[src/rtl/hdlc_rx_pkg.sv]
`timescale 1ns/1ps
package hdlc_rx_pkg;

  typedef enum logic [2:0] {
    M_IDLE  = 3'd0,
    M_HUNT  = 3'd1,
    M_FRAME = 3'd2,
    M_SKIP  = 3'd3,
    M_XPAR  = 3'd4
  } rx_mode_e;

  localparam logic [1:0] ST_GOOD  = 2'b00;
  localparam logic [1:0] ST_FCS   = 2'b01;
  localparam logic [1:0] ST_ABORT = 2'b10;

  localparam logic [15:0] CRC_INIT    = 16'hFFFF;
  localparam logic [15:0] CRC_POLY_RV = 16'h8408;
  localparam logic [15:0] CRC_RESIDUE = 16'hF0B8;
  localparam logic [7:0]  BROADCAST   = 8'hFF;

  typedef struct packed {
    logic [1:0] status;
    logic       last;
    logic [7:0] data;
  } rx_entry_t;

  localparam int ENTRY_W = $bits(rx_entry_t);

  function automatic logic [15:0] crc16_byte(input logic [15:0] c, input logic [7:0] b);
    logic [15:0] r;
    r = c ^ {8'h00, b};
    for (int i = 0; i < 8; i++) begin
      r = r[0] ? ((r >> 1) ^ CRC_POLY_RV) : (r >> 1);
    end
    return r;
  endfunction

endpackage

[src/rtl/hdlc_rx_bitproc.sv]
`timescale 1ns/1ps
module hdlc_rx_bitproc #(
  parameter int RUN_W = 3
) (
  input  logic clk,
  input  logic rst,
  input  logic active,
  input  logic xpar,
  input  logic bit_en,
  input  logic rx_bit,
  output logic d_valid,
  output logic d_bit,
  output logic flag_det,
  output logic abort_det
);
  localparam logic [RUN_W-1:0] RUN_STUFF = RUN_W'(5);
  localparam logic [RUN_W-1:0] RUN_FLAG  = RUN_W'(6);
  localparam logic [RUN_W-1:0] RUN_MAX   = RUN_W'(7);

  logic [RUN_W-1:0] ones_q, ones_n;

  always_comb begin
    ones_n    = ones_q;
    d_valid   = 1'b0;
    d_bit     = 1'b0;
    flag_det  = 1'b0;
    abort_det = 1'b0;
    if (!active) begin
      ones_n = '0;
    end else if (bit_en) begin
      if (xpar) begin
        d_valid = 1'b1;
        d_bit   = rx_bit;
        ones_n  = '0;
      end else if (rx_bit) begin
        ones_n = (ones_q == RUN_MAX) ? RUN_MAX : ones_q + 1'b1;
        if (ones_q == RUN_FLAG) abort_det = 1'b1;
        if (ones_q < RUN_STUFF) begin
          d_valid = 1'b1;
          d_bit   = 1'b1;
        end
      end else begin
        ones_n = '0;
        if (ones_q == RUN_FLAG) begin
          flag_det = 1'b1;
        end else if (ones_q < RUN_STUFF) begin
          d_valid = 1'b1;
        end
      end
    end
  end

  always_ff @(posedge clk) begin
    if (rst) ones_q <= '0;
    else     ones_q <= ones_n;
  end

endmodule

[src/rtl/hdlc_rx_framer.sv]
`timescale 1ns/1ps
module hdlc_rx_framer
  import hdlc_rx_pkg::*;
#(
  parameter int ADDR_MSBS = 6
) (
  input  logic       clk,
  input  logic       rst,
  input  logic       rx_enable,
  input  logic       xpar_req,
  input  logic       addr_en,
  input  logic [7:0] station_addr,
  input  logic       d_valid,
  input  logic       d_bit,
  input  logic       flag_det,
  input  logic       abort_det,
  output rx_mode_e   mode,
  output logic       wr_en,
  output rx_entry_t  wr_entry
);
  localparam logic [7:0] ADDR_MASK = 8'(8'hFF << (8 - ADDR_MSBS));
  localparam logic [2:0] CNT_PEND  = 3'd3;
  localparam logic [2:0] CNT_MIN   = 3'd4;
  localparam logic [2:0] BIT_LAST  = 3'd7;
  localparam logic [2:0] BIT_FLAGD = 3'd6;

  rx_mode_e    mode_q, mode_n;
  logic [6:0]  sreg_q, sreg_n;
  logic [2:0]  bitcnt_q, bitcnt_n;
  logic [2:0]  bytecnt_q, bytecnt_n;
  logic [15:0] crc_q, crc_n;
  logic [7:0]  hold0_q, hold0_n, hold1_q, hold1_n, pend_q, pend_n;
  logic        wr_n;
  rx_entry_t   ent_n;

  logic [7:0] new_byte;
  logic       byte_done, addr_ok, restart;

  assign new_byte  = {d_bit, sreg_q};
  assign byte_done = d_valid && (bitcnt_q == BIT_LAST);
  assign addr_ok   = !addr_en || (new_byte == BROADCAST) ||
                     (((new_byte ^ station_addr) & ADDR_MASK) == 8'h00);

  always_comb begin
    mode_n    = mode_q;
    sreg_n    = sreg_q;
    bitcnt_n  = bitcnt_q;
    bytecnt_n = bytecnt_q;
    crc_n     = crc_q;
    hold0_n   = hold0_q;
    hold1_n   = hold1_q;
    pend_n    = pend_q;
    wr_n      = 1'b0;
    ent_n     = '{status: ST_GOOD, last: 1'b0, data: pend_q};
    restart   = 1'b0;

    unique case (mode_q)
      M_IDLE: begin
        if (rx_enable) begin
          mode_n    = xpar_req ? M_XPAR : M_HUNT;
          bitcnt_n  = '0;
          bytecnt_n = '0;
        end
      end
      M_HUNT: begin
        if (flag_det) restart = 1'b1;
      end
      M_FRAME: begin
        if (flag_det) begin
          if (bytecnt_q >= CNT_MIN) begin
            wr_n       = 1'b1;
            ent_n.last = 1'b1;
            ent_n.status = ((bitcnt_q == BIT_FLAGD) && (crc_q == CRC_RESIDUE)) ? ST_GOOD : ST_FCS;
          end
          restart = 1'b1;
        end else if (abort_det) begin
          if (bytecnt_q >= CNT_MIN) begin
            wr_n         = 1'b1;
            ent_n.last   = 1'b1;
            ent_n.status = ST_ABORT;
          end
          mode_n = M_HUNT;
        end else if (d_valid) begin
          sreg_n   = {d_bit, sreg_q[6:1]};
          bitcnt_n = bitcnt_q + 1'b1;
          if (byte_done) begin
            crc_n     = crc16_byte(crc_q, new_byte);
            bytecnt_n = (bytecnt_q >= CNT_MIN) ? CNT_MIN : bytecnt_q + 1'b1;
            pend_n    = hold1_q;
            hold1_n   = hold0_q;
            hold0_n   = new_byte;
            if (bytecnt_q >= CNT_PEND) wr_n = 1'b1;
            if ((bytecnt_q == 3'd0) && !addr_ok) mode_n = M_SKIP;
          end
        end
      end
      M_SKIP: begin
        if (flag_det)       restart = 1'b1;
        else if (abort_det) mode_n  = M_HUNT;
      end
      M_XPAR: begin
        if (d_valid) begin
          sreg_n   = {d_bit, sreg_q[6:1]};
          bitcnt_n = bitcnt_q + 1'b1;
          if (byte_done) begin
            wr_n       = 1'b1;
            ent_n.data = new_byte;
          end
        end
      end
      default: mode_n = M_IDLE;
    endcase

    if (restart) begin
      mode_n    = M_FRAME;
      bitcnt_n  = '0;
      bytecnt_n = '0;
      crc_n     = CRC_INIT;
    end

    if (!rx_enable && (mode_n != M_IDLE) &&
        !((mode_n == M_FRAME) && (bytecnt_n != 3'd0))) begin
      mode_n = M_IDLE;
    end
  end

  always_ff @(posedge clk) begin
    if (rst) begin
      mode_q    <= M_IDLE;
      sreg_q    <= '0;
      bitcnt_q  <= '0;
      bytecnt_q <= '0;
      crc_q     <= CRC_INIT;
      hold0_q   <= '0;
      hold1_q   <= '0;
      pend_q    <= '0;
      wr_en     <= 1'b0;
      wr_entry  <= '0;
    end else begin
      mode_q    <= mode_n;
      sreg_q    <= sreg_n;
      bitcnt_q  <= bitcnt_n;
      bytecnt_q <= bytecnt_n;
      crc_q     <= crc_n;
      hold0_q   <= hold0_n;
      hold1_q   <= hold1_n;
      pend_q    <= pend_n;
      wr_en     <= wr_n;
      wr_entry  <= ent_n;
    end
  end

  assign mode = mode_q;

endmodule

[src/rtl/hdlc_rx_fifo.sv]
`timescale 1ns/1ps
module hdlc_rx_fifo #(
  parameter int DEPTH = 16,
  parameter int WIDTH = 11,
  localparam int AW   = $clog2(DEPTH)
) (
  input  logic             clk,
  input  logic             rst,
  input  logic             wr_en,
  input  logic [WIDTH-1:0] wr_data,
  input  logic             rd_en,
  output logic             rd_valid,
  output logic [WIDTH-1:0] rd_data,
  output logic [AW:0]      level
);
  localparam logic [AW:0] FULL = (AW+1)'(DEPTH);

  logic [WIDTH-1:0] mem [DEPTH];
  logic [AW-1:0]    wr_ptr_q, rd_ptr_q;
  logic             do_wr, do_rd;

  assign do_wr = wr_en && (level != FULL);
  assign do_rd = rd_en && (level != '0);

  always_ff @(posedge clk) begin
    if (do_wr) mem[wr_ptr_q] <= wr_data;
    if (do_rd) rd_data <= mem[rd_ptr_q];
  end

  always_ff @(posedge clk) begin
    if (rst) begin
      wr_ptr_q <= '0;
      rd_ptr_q <= '0;
      level    <= '0;
      rd_valid <= 1'b0;
    end else begin
      rd_valid <= do_rd;
      if (do_wr) wr_ptr_q <= wr_ptr_q + 1'b1;
      if (do_rd) rd_ptr_q <= rd_ptr_q + 1'b1;
      case ({do_wr, do_rd})
        2'b10:   level <= level + 1'b1;
        2'b01:   level <= level - 1'b1;
        default: level <= level;
      endcase
    end
  end

endmodule

[src/rtl/hdlc_rx_filter.sv]
`timescale 1ns/1ps
module hdlc_rx_filter
  import hdlc_rx_pkg::*;
#(
  parameter int FIFO_DEPTH = 16,
  parameter int ADDR_MSBS  = 6
) (
  input  logic       clk,
  input  logic       rst,
  input  logic       bit_en,
  input  logic       rx_bit,
  input  logic       rx_enable,
  input  logic       addr_filter_en,
  input  logic [7:0] station_addr,
  input  logic       transparent,
  input  logic       out_pop,
  output logic       out_avail,
  output logic       out_valid,
  output logic [7:0] out_data,
  output logic       out_last,
  output logic [1:0] out_status
);
  localparam int LVL_W = $clog2(FIFO_DEPTH) + 1;

  rx_mode_e   fr_mode;
  logic       fr_wr_en;
  rx_entry_t  fr_entry;
  logic       bp_valid, bp_bit, bp_flag, bp_abort;
  logic [LVL_W-1:0] fifo_level;
  logic [ENTRY_W-1:0] rd_word;
  rx_entry_t  rd_entry;

  hdlc_rx_bitproc u_bits (
    .clk       (clk),
    .rst       (rst),
    .active    (fr_mode != M_IDLE),
    .xpar      (fr_mode == M_XPAR),
    .bit_en    (bit_en),
    .rx_bit    (rx_bit),
    .d_valid   (bp_valid),
    .d_bit     (bp_bit),
    .flag_det  (bp_flag),
    .abort_det (bp_abort)
  );

  hdlc_rx_framer #(.ADDR_MSBS(ADDR_MSBS)) u_frm (
    .clk          (clk),
    .rst          (rst),
    .rx_enable    (rx_enable),
    .xpar_req     (transparent),
    .addr_en      (addr_filter_en),
    .station_addr (station_addr),
    .d_valid      (bp_valid),
    .d_bit        (bp_bit),
    .flag_det     (bp_flag),
    .abort_det    (bp_abort),
    .mode         (fr_mode),
    .wr_en        (fr_wr_en),
    .wr_entry     (fr_entry)
  );

  hdlc_rx_fifo #(.DEPTH(FIFO_DEPTH), .WIDTH(ENTRY_W)) u_q (
    .clk      (clk),
    .rst      (rst),
    .wr_en    (fr_wr_en),
    .wr_data  (fr_entry),
    .rd_en    (out_pop),
    .rd_valid (out_valid),
    .rd_data  (rd_word),
    .level    (fifo_level)
  );

  assign rd_entry   = rd_word;
  assign out_avail  = (fifo_level != '0);
  assign out_data   = rd_entry.data;
  assign out_last   = rd_entry.last;
  assign out_status = rd_entry.status;

endmodule

[config.mk]
export PLATFORM = sky130hd
export DESIGN_NAME = hdlc_rx_filter
export DESIGN_NICKNAME = d
export VERILOG_FILES = /design/src/rtl/hdlc_rx_pkg.sv /design/src/rtl/hdlc_rx_bitproc.sv /design/src/rtl/hdlc_rx_framer.sv /design/src/rtl/hdlc_rx_fifo.sv /design/src/rtl/hdlc_rx_filter.sv
export SDC_FILE = /design/constraint.sdc
export NUM_CORES = 1
export LEC_CHECK = 0
export BUFFER_PORTS_ARGS = -buffer_cell sky130_fd_sc_hd__buf_2
export CORE_AREA = 10 10 203 205
export DETAILED_ROUTE_END_ITERATION = 16
export DIE_AREA = 0 0 213 215
export PLACE_DENSITY = 0.44
export RECOVER_POWER = 50
export SYNTH_ARGS = -nofsm -noshare
export SYNTH_HDL_FRONTEND = slang
export SYNTH_SLANG_ARGS = --single-unit
[constraint.sdc]
create_clock -name clk -period 3.4 [get_ports clk]
set_input_delay 0.68 -clock clk [delete_from_list [all_inputs] [get_ports clk]]
set_output_delay 0.68 -clock clk [all_outputs]
set_load 0.1 [all_outputs]
==> run summary, run 1 <==
status: complete, no violations
Worst-Margin Slew: 1.32 ns
fin. max-slew vios: 0
endpoints failing hold: 0
H-tree levels: 1
Tmin final: 2.73 ns
# hold bufs at CTS: 0
reg2reg end: u_q.level[4]
post-CTS resize count: 0
period utilization: 80.3%
Arrival @ worst endpoint: 3.14 ns
first-pass GRT wire length: 38400 µm
Final GP Congestion: 0.729
Startpoint Class: flop
Mapped Area: 11000 µm²
distinct cell type count after synthesis: 55
min-delay src: out_pop
Tot GR Track Use: 10.9%
static leakage: 0.00398 µW
die area: 45800 µm²
worst skew pair latency: 0.56 ns
Synth Flop Type: edfxtp_1
largest net degree at the start of global routing: 58
R2R Path Start: u_q.level[0]
syn nets: 775
RSZ-0062 raised after global routing: false
CTS tree: done
NumNets Final: 814
core outline area: 37200 µm²
synthesis-stage register bit count: 272
DR vias: 6019
Crit path top cell by count: inv_1
GRT overflow: 0
Setup WS pre-CTS: 0.694 ns
Seq/Total Area, Yosys: 66.4%
worst-case clock buffer depth: 3
FILL cells: 3614
Hold Path Class: input pin to flop
async set-reset flop share out of synthesis: 0%
most frequent cells in the layout: edfxtp_1 (187), nand2_1 (86), dfxtp_1 (83)
Hold WS: 0.371 ns
Hold Path End: u_q.rd_valid
clock sink count: 272
crit-path cells: nor4_1 -> a21boi_0 -> inv_1 -> ha_1 -> inv_1 -> fa_1 -> nor2b_1 -> o21ai_0 -> and3_1 -> nor3_1 -> xnor2_1 -> nor2_1
max cap viols: 0
crit path kind: flop to flop
Post-CTS Setup Bufs: 0
post-route cell area: 12700 µm²
layout cells sized above 1: 19.4%
delay of the slowest critical-path stage: 0.44 ns
fmax: 366 MHz
power per cell area: 529 nW/µm²
final setup fails: 0
commonest non-fill, non-tap cell in the layout: edfxtp_1
DRT Pass-1 Iters: 4
Slew headroom: 12.0%
drt wl/cell: 19.3 µm
setup TNS: 0 ns
Die X-Extent: 213 µm
initial core utilization: 29.6%
Top-Level Pins: 29
CP max-delay cell: nor4_1
row cnt: 71
slack of the critical path: 0.669 ns
R2R depth: 12
EDFF count, synth: 187
Die Y: 215 µm
# DRC: 0
Hold Path Cell Cnt: 2
Max VDD drop: 0.389 mV
vias in the first global route: 6250
CP Max Fanout: 4
Clock Skews: 0.0136 ns
post-placement cell area: 11800 µm²
Synth Area per Inst: 14.9 µm²
# diodes: 0
critical path's top delay family: simple AND/OR/NAND/NOR gates
Post-Syn Instances: 741
Synth warnings: 0
Area growth, synth to finish: 15.3%
I/O Buffers: 26
Crit. End Element: flop
root buffer cell: clkbuf_16
HPWL Detailed: 15100 µm
final WL: 24600 µm
initial antenna violation count: 0
Starting DRT DRC Count: 319
CP Data Required Time: 3.81 ns
Vias/cell: 4.71
Buf/Inv on CP: 2
CTS buffer count: 29
reg2reg setup slack: 0.67 ns
ANT nets after route: 0
clock-pin transition on the worst setup and hold timing paths: 0.06 ns
[flip-flops by register name, indices dropped and copies added (netlist names)]
register and cells:
u_q.wr_ptr_q 4, u_frm.wr_en 1, u_q.rd_data 11, u_frm.hold1_q 8
u_frm.pend_q 8, u_frm.bytecnt_q 3, u_frm.crc_q 16, u_q.level 5
u_q.mem 176, u_bits.ones_q 3, u_frm.hold0_q 8, u_frm.bitcnt_q 3
u_q.rd_valid 1, u_q.rd_ptr_q 4, u_frm.mode 3, u_frm.wr_entry 11
u_frm.sreg_q 7
[cell usage after synthesis, types with 4 or more instances]
cell | count | area share (%)
a21oi_1 | 39 | 1.8
buf_2 | 13 | 0.59
clkbuf_1 | 25 | 0.85
dfxtp_1 | 85 | 15
edfxtp_1 | 187 | 51
ha_1 | 17 | 1.9
inv_1 | 15 | 0.51
mux2i_1 | 19 | 1.7
mux4_2 | 55 | 11
nand2_1 | 86 | 2.9
nand2b_1 | 4 | 0.23
nand3_1 | 7 | 0.32
nand4_1 | 8 | 0.45
nor2_1 | 57 | 1.9
nor3_1 | 12 | 0.55
nor4_1 | 5 | 0.28
o211ai_1 | 15 | 1.0
xnor2_1 | 19 | 1.5
xor2_1 | 20 | 1.6
[area by class of cell]
type                            instances  area, µm²  area share, %
Timing Repair Buffer                   52        320           2.52
Inverter                               15       56.3          0.443
Clock buffer                           40        797           6.28
Sequential cell                       272       7320           57.7
Multi-Input combinational cell        410       3450           27.2
Clock inverter                         14        158           1.24
Tap cell                              474        593           4.67
[report_power, final]
group / total, µW / internal [µW] / switching [µW]
sequential: 3500 / 3490 / 3.42
clock: 3160 / 1870 / 1290
combinational: 56.3 / 18.8 / 37.5
total: 6710 / 5380 / 1330
[per-stage QoR]
stage,cells,utilization [%],total power [µW]
after floorplan,741,-,3610
after global placement,1223,31.6,3630
after detailed placement,1223,31.6,3620
after CTS,1277,34.2,6820
after global routing,1277,34.1,6960
final,1277,34.1,6710
[how the worst max path moves through the flow]
stage	start	end	cells past startpoint
global placement	u_q.level[0]	u_q.level[4]	12
CTS	u_q.level[0]	u_q.level[4]	12
finish	u_q.level[0]	u_q.level[4]	12
global route	u_q.level[0]	u_q.level[4]	12
detailed placement	u_q.level[0]	u_q.level[4]	12
floorplan	u_q.level[0]	u_q.level[4]	12
[cells by family after synthesis]
logic type      count (synthesis)  share of synthesized area (%)
compound gates                 75                           4.28
buf+inv                        59                           2.40
mux                            76                           13.2
simple gates                  202                           8.48
flops                         272                           66.4
fa+ha+maj                      18                           2.11
xor+xnor                       39                           3.10
[layer usage]
| metal | part of all wire [%] | up-vias | GRT usage [%] | wire length, µm |
|---|---|---|---|---|
| met5 | 0 | - | 0 | 0 |
| met4 | 1.6 | 0 | 2.50 | 402 |
| met3 | 4.3 | 31 | 1.79 | 1050 |
| met2 | 47 | 103 | 17.2 | 11600 |
| met1 | 47 | 3028 | 15.3 | 11600 |
| li1 | - | 2857 | - | - |
No activity file was read; power rests on OpenSTA's default activity.
==> run 2: changes to the inputs <==
ABC_AREA = 1   (was default)
CORE_AREA = 10 10 204 206   (was 10 10 203 205)
DIE_AREA = 0 0 214 216   (was 0 0 213 215)
clock period = 2.7 ns   (was 3.4 ns; I/O delays follow)
==> run summary, run 2 <==
Setup WS pre-CTS: 0.264 ns (-0.430 ns)
DR vias: 7534 (+25%)
fraction of synthesized cell area in xor and xnor cells: 1.96% (-1.1 points)
worst-case clock buffer depth: 3 (unchanged)
Hold Path End: u_frm.mode[2]
GRT overflow: 0 (unchanged)
Area contributors post-synth: edfxtp_1 (50%), dfxtp_1 (15%), o21ai_0 (6.9%)
core outline area: 37400 µm² (+0.48%)
Worst-Margin Slew: 1.21 ns (-0.109 ns)
Slew headroom: 19.6% (+7.6 points)
reg2reg setup slack: 0.28 ns (-0.39 ns)
crit path kind: flop to flop
top flop regs: u_q.mem (176), u_frm.crc_q (16)
H-tree levels: 1 (unchanged)
Max VDD drop: 0.504 mV (+29%)
slack of the critical path: 0.282 ns (-0.387 ns)
Top-Level Pins: 29 (unchanged)
I/O Buffers: 26 (unchanged)
max cap viols: 0 (unchanged)
root buffer cell: clkbuf_16
row cnt: 71 (unchanged)
static leakage: 0.00459 µW (+16%)
CP Max Fanout: 6 (+2)
Synth warnings: 0 (unchanged)
CTS buffer count: 30 (+3.4%)
endpoints failing hold: 0 (unchanged)
count leader, synth: edfxtp_1
vias in the first global route: 7317 (+17%)
Post-CTS Setup Bufs: 0 (unchanged)
Synth area leader: edfxtp_1
R2R depth: 14 (+2)
Post-Syn Instances: 1026 (+38%)
largest family of logic cells by synthesized area: compound AO/OA/AOI/OAI gates
clock sink count: 272 (unchanged)
Synth Area per Inst: 10.9 µm² (-27%)
# DRC: 0 (unchanged)
distinct cell type count after synthesis: 36 (-35%)
fmax: 414 MHz (+13%)
DRT Pass-1 Iters: 4 (unchanged)
clock-pin transition on the worst setup and hold timing paths: 0.06 ns (about the same)
most frequent cells in the layout: edfxtp_1 (187), nor2_1 (171), o21ai_0 (153)
Startpoint Class: flop
HPWL Detailed: 16500 µm (+9.0%)
adder-cell share of the synthesized area: 2.09% (-0.026 points)
die area: 46200 µm² (+0.94%)
Tmin final: 2.42 ns (-0.313 ns)
Seq/Total Area, Yosys: 65.6% (-0.83 points)
initial core utilization: 29.8% (+0.23 points)
power per cell area: 872 nW/µm² (+65%)
max reg flops: 176 (unchanged)
first-pass GRT wire length: 43100 µm (+12%)
Area growth, synth to finish: 15.8%
# diodes: 0 (unchanged)
synthesis-stage register bit count: 272 (unchanged)
total placed cells including tap cells: 1536 (+26%)
Clock Skews: 0.0253 ns (+0.0117 ns)
fin. max-slew vios: 0 (unchanged)
min-delay src: rx_enable
Arrival @ worst endpoint: 2.85 ns (-0.29 ns)
Starting DRT DRC Count: 417 (+31%)
Tot GR Track Use: 11.6% (+0.71 points)
simple-gate area share of the yosys netlist: 11.5% (+3.0 points)
Hold Path Cell Cnt: 3 (+1)
CTS tree: done
Mapped Area: 11200 µm² (+1.3%)
async set-reset flop share out of synthesis: 0% (unchanged)
drt wl/cell: 17.3 µm (-10%)
Crit. End Element: flop
# hold bufs at CTS: 0 (unchanged)
area fraction in compound gates after synthesis: 14.4% (+10 points)
CP Data Required Time: 3.13 ns (-0.68 ns)
syn nets: 1060 (+37%)
status: complete, no violations
largest net degree at the start of global routing: 91 (+57%)
mux cell area share after synthesis: 0% (-13 points)
Final Non-Filler Cells: 1592 (+25%)
Yosys top cell area share: 50.4% (-0.64 points)
ANT nets after route: 0 (unchanged)
RSZ-0062 raised after global routing: false
R2R Path Start: u_q.level[1]
commonest non-fill, non-tap cell in the layout: edfxtp_1
Reg with most FFs: u_q.mem
Vias/cell: 4.73 (+0.40%)
post-CTS resize count: 0 (unchanged)
final WL: 27600 µm (+12%)
layout cells sized above 1: 9.34% (-10 points)
reg2reg end: u_q.level[4]
setup TNS: 0 ns (unchanged)
worst skew pair latency: 0.57 ns (about the same)
Post-synth top cells: edfxtp_1 (187), nor2_1 (170), o21ai_0 (153), dfxtp_1 (85), nand2_1 (76)
Synth Flop Type: edfxtp_1
EDFF count, synth: 187 (unchanged)
Die X-Extent: 214 µm (+0.47%)
initial antenna violation count: 0 (unchanged)
NumNets Final: 1091 (+34%)
Final GP Congestion: 0.796 (+9.2%)
final setup fails: 0 (unchanged)
period utilization: 89.6% (+9.2 points)
Die Y: 216 µm (+0.47%)
Hold Path Class: input pin to flop
[run 2: changes by cell type in the layout (fill, tap and decap cells not counted), moves of 9 or more]
cell	delta
o21ai_0	+151
nor2_1	+114
mux4_2	-55
inv_1	+52
o221ai_1	+33
nand3_1	+25
mux2i_1	-19
a21oi_1	+12
buf_2	-12
nand2_1	-11
xor2_1	-10
o22ai_1	+9
[run 2: worst max-delay path by stage]
stage	slack (ns)	start	depth (start not counted)	endpoint
2_1_floorplan	0.03	u_q.level[1]	14	u_q.level[4]
3_3_place_gp	0.26	u_q.level[1]	14	u_q.level[4]
3_5_place_dp	0.26	u_q.level[1]	14	u_q.level[4]
4_1_cts	0.25	u_q.level[1]	14	u_q.level[4]
5_1_grt	0.02	u_q.level[1]	14	u_q.level[4]
6_report	0.28	u_q.level[1]	14	u_q.level[4]
[run 2: metrics by stage]
stage | utilization, % | total power (µW) | area, µm² | hold slack (ns)
final | 34.5 | 11300 | 12900 | 0.277
after global routing | 34.5 | 11800 | 12900 | 0.272
after CTS | 34.6 | 11400 | 13000 | 0.252
after detailed placement | 32.0 | 7400 | 12000 | 0.442
after global placement | 32.0 | 7390 | 12000 | 0.437
after floorplan | - | 6680 | 11200 | 0.430
[run 2: kinds of logic after synthesis]
family                   after synthesis
AO/OA/AOI/OAI                        277
buffers and inverters                126
adder cells (fa/ha/maj)               18
XOR/XNOR                              25
AND/OR/NAND/NOR                      308
flip-flops                           272
[run 2: area by class of cell]
class	instances	area, µm²
Timing Repair Buffer	55	360
Multi-Input combinational cell	628	3360
Tap cell	511	639
Clock buffer	33	762
Sequential cell	272	7320
Fill cell	3791	24500
Clock inverter	23	209
Inverter	70	263
[run 2: metal layers]
metal	global-route usage [%]	up-vias	wire length, µm	share of wire, %
li1	-	3713	-	-
met1	15.7	3653	13000	47
met2	19.1	130	13000	47
met3	1.59	38	1030	3.7
met4	3.12	0	566	2.1
met5	0	-	0	0
[run 2: worst max-delay path, stage by stage (launching register included)]
cell     delay, ns
dfxtp_1       0.35
nor4_4        0.34
nand2_4       0.08
nand2_2       0.12
inv_1         0.07
ha_1          0.28
ha_1          0.34
nand2_1       0.07
nand2_1       0.05
a31oi_1       0.13
inv_1         0.06
o21ai_0       0.13
a21oi_1       0.07
o21ai_0       0.16
a21oi_1       0.05
[run 2: where the power goes]
part           switching [µW]  internal, µW  leakage [µW]
Sequential               71.0          4580       0.00241
Clock                    1690          2320      0.000470
Combinational            1990           599       0.00171
Total                    3750          7500       0.00459
==> run 3: changes to the inputs <==
CORE_AREA = 2 2 196 198   (was 10 10 204 206)
DIE_AREA = 0 0 198 200   (was 0 0 214 216)
==> run summary, run 3 (same netlist as run 2, synthesis figures left out) <==
status: complete, no violations
post-route cell area: 12900 µm² (-0.43%)
Die X-Extent: 198 µm (-7.5%)
GRT overflow: 0 (unchanged)
initial core utilization: 29.8% (unchanged)
Net Sw Frac: 33.2% (-0.14 points)
setup TNS: 0 ns (unchanged)
Hold Path Class: input pin to flop
layout cells sized above 1: 10.2% (+0.83 points)
static leakage: 0.00459 µW (about the same)
Final Non-Filler Cells: 1592 (unchanged)
Clock Skews: 0.0145 ns (-0.0108 ns)
fin. max-slew vios: 0 (unchanged)
core outline area: 37400 µm² (unchanged)
I/O Buffers: 26 (unchanged)
Worst-Margin Slew: 1.17 ns (-0.0439 ns)
worst skew pair latency: 0.55 ns (-0.02 ns)
post-placement cell area: 12000 µm² (about the same)
endpoints failing hold: 0 (unchanged)
Hold WS: 0.268 ns (-0.00869 ns)
crit path kind: flop to flop
Top-Level Pins: 29 (unchanged)
Max VDD drop: 0.714 mV (+42%)
Tot GR Track Use: 14.4% (+2.8 points)
post-CTS resize count: 0 (unchanged)
Reg with most FFs: u_q.mem
Area growth, synth to finish: 15.3%
NumNets Final: 1093 (+0.18%)
most frequent cells in the layout: edfxtp_1 (187), nor2_1 (170), o21ai_0 (153)
Setup WS pre-CTS: 0.232 ns (-0.0315 ns)
# diodes: 0 (unchanged)
Combinational Power Share: 23.6% (+0.6 points)
CP Max Fanout: 6 (unchanged)
clock sink count: 272 (unchanged)
power per cell area: 860 nW/µm² (-1.3%)
Arrival @ worst endpoint: 2.93 ns (+0.08 ns)
# hold bufs at CTS: 0 (unchanged)
fmax: 409 MHz (-1.2%)
ANT nets after route: 0 (unchanged)
DR vias: 7537 (+0.040%)
root buffer cell: clkbuf_16
CTS tree: done
row cnt: 71 (unchanged)
final WL: 27700 µm (+0.33%)
CP Data Required Time: 3.18 ns (+0.05 ns)
# DRC: 0 (unchanged)
largest net degree at the start of global routing: 91 (unchanged)
Starting DRT DRC Count: 422 (+1.2%)
sequential share of power: 42.1% (+0.8 points)
FILL cells: 3767 (-0.63%)
die area: 39600 µm² (-14%)
final setup fails: 0 (unchanged)
Internal: 7390 µW (-1.5%)
commonest non-fill, non-tap cell in the layout: edfxtp_1
max cap viols: 0 (unchanged)
max reg flops: 176 (unchanged)
drt wl/cell: 17.4 µm (+0.33%)
Post-CTS Setup Bufs: 0 (unchanged)
initial antenna violation count: 0 (unchanged)
Crit. End Element: flop
DRT Pass-1 Iters: 4 (unchanged)
Vias/cell: 4.73 (about the same)
top flop regs: u_q.mem (176), u_frm.crc_q (16)
Die Y: 200 µm (-7.4%)
clock-pin transition on the worst setup and hold timing paths: 0.07 ns (about the same)
vias in the first global route: 7492 (+2.4%)
first-pass GRT wire length: 43400 µm (+0.79%)
CTS buffer count: 29 (-3.3%)
worst-case clock buffer depth: 3 (unchanged)
Final GP Congestion: 0.771 (-3.1%)
RSZ-0062 raised after global routing: false
H-tree levels: 1 (unchanged)
HPWL Detailed: 16700 µm (+1.4%)
Psw: 3670 µW (-2.1%)
slack of the critical path: 0.254 ns (-0.0281 ns)
period utilization: 90.6% (+1.0 points)
Slew headroom: 22.5% (+2.9 points)
Clock power frac: 34.4% (-1.3 points)
total placed cells including tap cells: 1539 (+0.20%)
Startpoint Class: flop
Tmin final: 2.45 ns (+0.0281 ns)
## run 3: metrics by stage
step	utilization (%)	total power, µW
finish	34.4	11100
CTS	34.4	11200
detailed placement	32.0	7400
floorplan	-	6680
global route	34.4	11600
global placement	32.0	7400
## run 3: cell type report
type | count | area (µm²) | share of cell area [%]
clock buffers | 41 | 811 | 6.31
clock inverters | 12 | 93.8 | 0.730
inverters | 70 | 263 | 2.04
multi-input cells | 628 | 3360 | 26.1
flip-flops and latches | 272 | 7320 | 56.9
well taps | 511 | 639 | 4.97
repair buffers | 58 | 369 | 2.87
## run 3: path summary, 6_finish.rpt
kind / startpoint / to / slack, ns / cells past startpoint
setup / recovery: u_q.level[1] / u_q.level[4] / 0.25 / 13
hold / removal: rx_enable / u_frm.mode[2] / 0.27 / 3
setup reg to reg: u_q.level[1] / u_q.level[4] / 0.25 / 13
hold reg to reg: u_frm.pend_q[1] / u_frm.pend_q[1] / 0.45 / 2
## run 3: worst max-delay path, cell delays in order (launching register included)
cell	delay (ns)
dfxtp_1	0.35
nor4_4	0.35
nand2_1	0.09
nand2_1	0.15
ha_1	0.30
inv_1	0.08
fa_1	0.41
inv_1	0.08
a31oi_1	0.08
inv_1	0.07
o21ai_0	0.06
a21oi_1	0.15
o21ai_0	0.09
a21oi_1	0.12
## run 3: power by group through the flow
stage                     clock network, µW  logic (µW)  registers [µW]
after CTS                              3910        2660            4650
after detailed placement                  0        2660            4740
after global routing                   4080        2860            4670
after floorplan                           0        1400            5280
after global placement                    0        2660            4740
final                                  3800        2600            4650
## run 3: metal layers
layer	vias up	global-route usage [%]	share of wire, %	wire [µm]
met3	44	2.20	3.5	960
li1	3725	-	-	-
met2	134	24.6	47	13100
met5	-	0	0	0
met4	0	4.07	2.2	609
met1	3634	18.9	47	13000
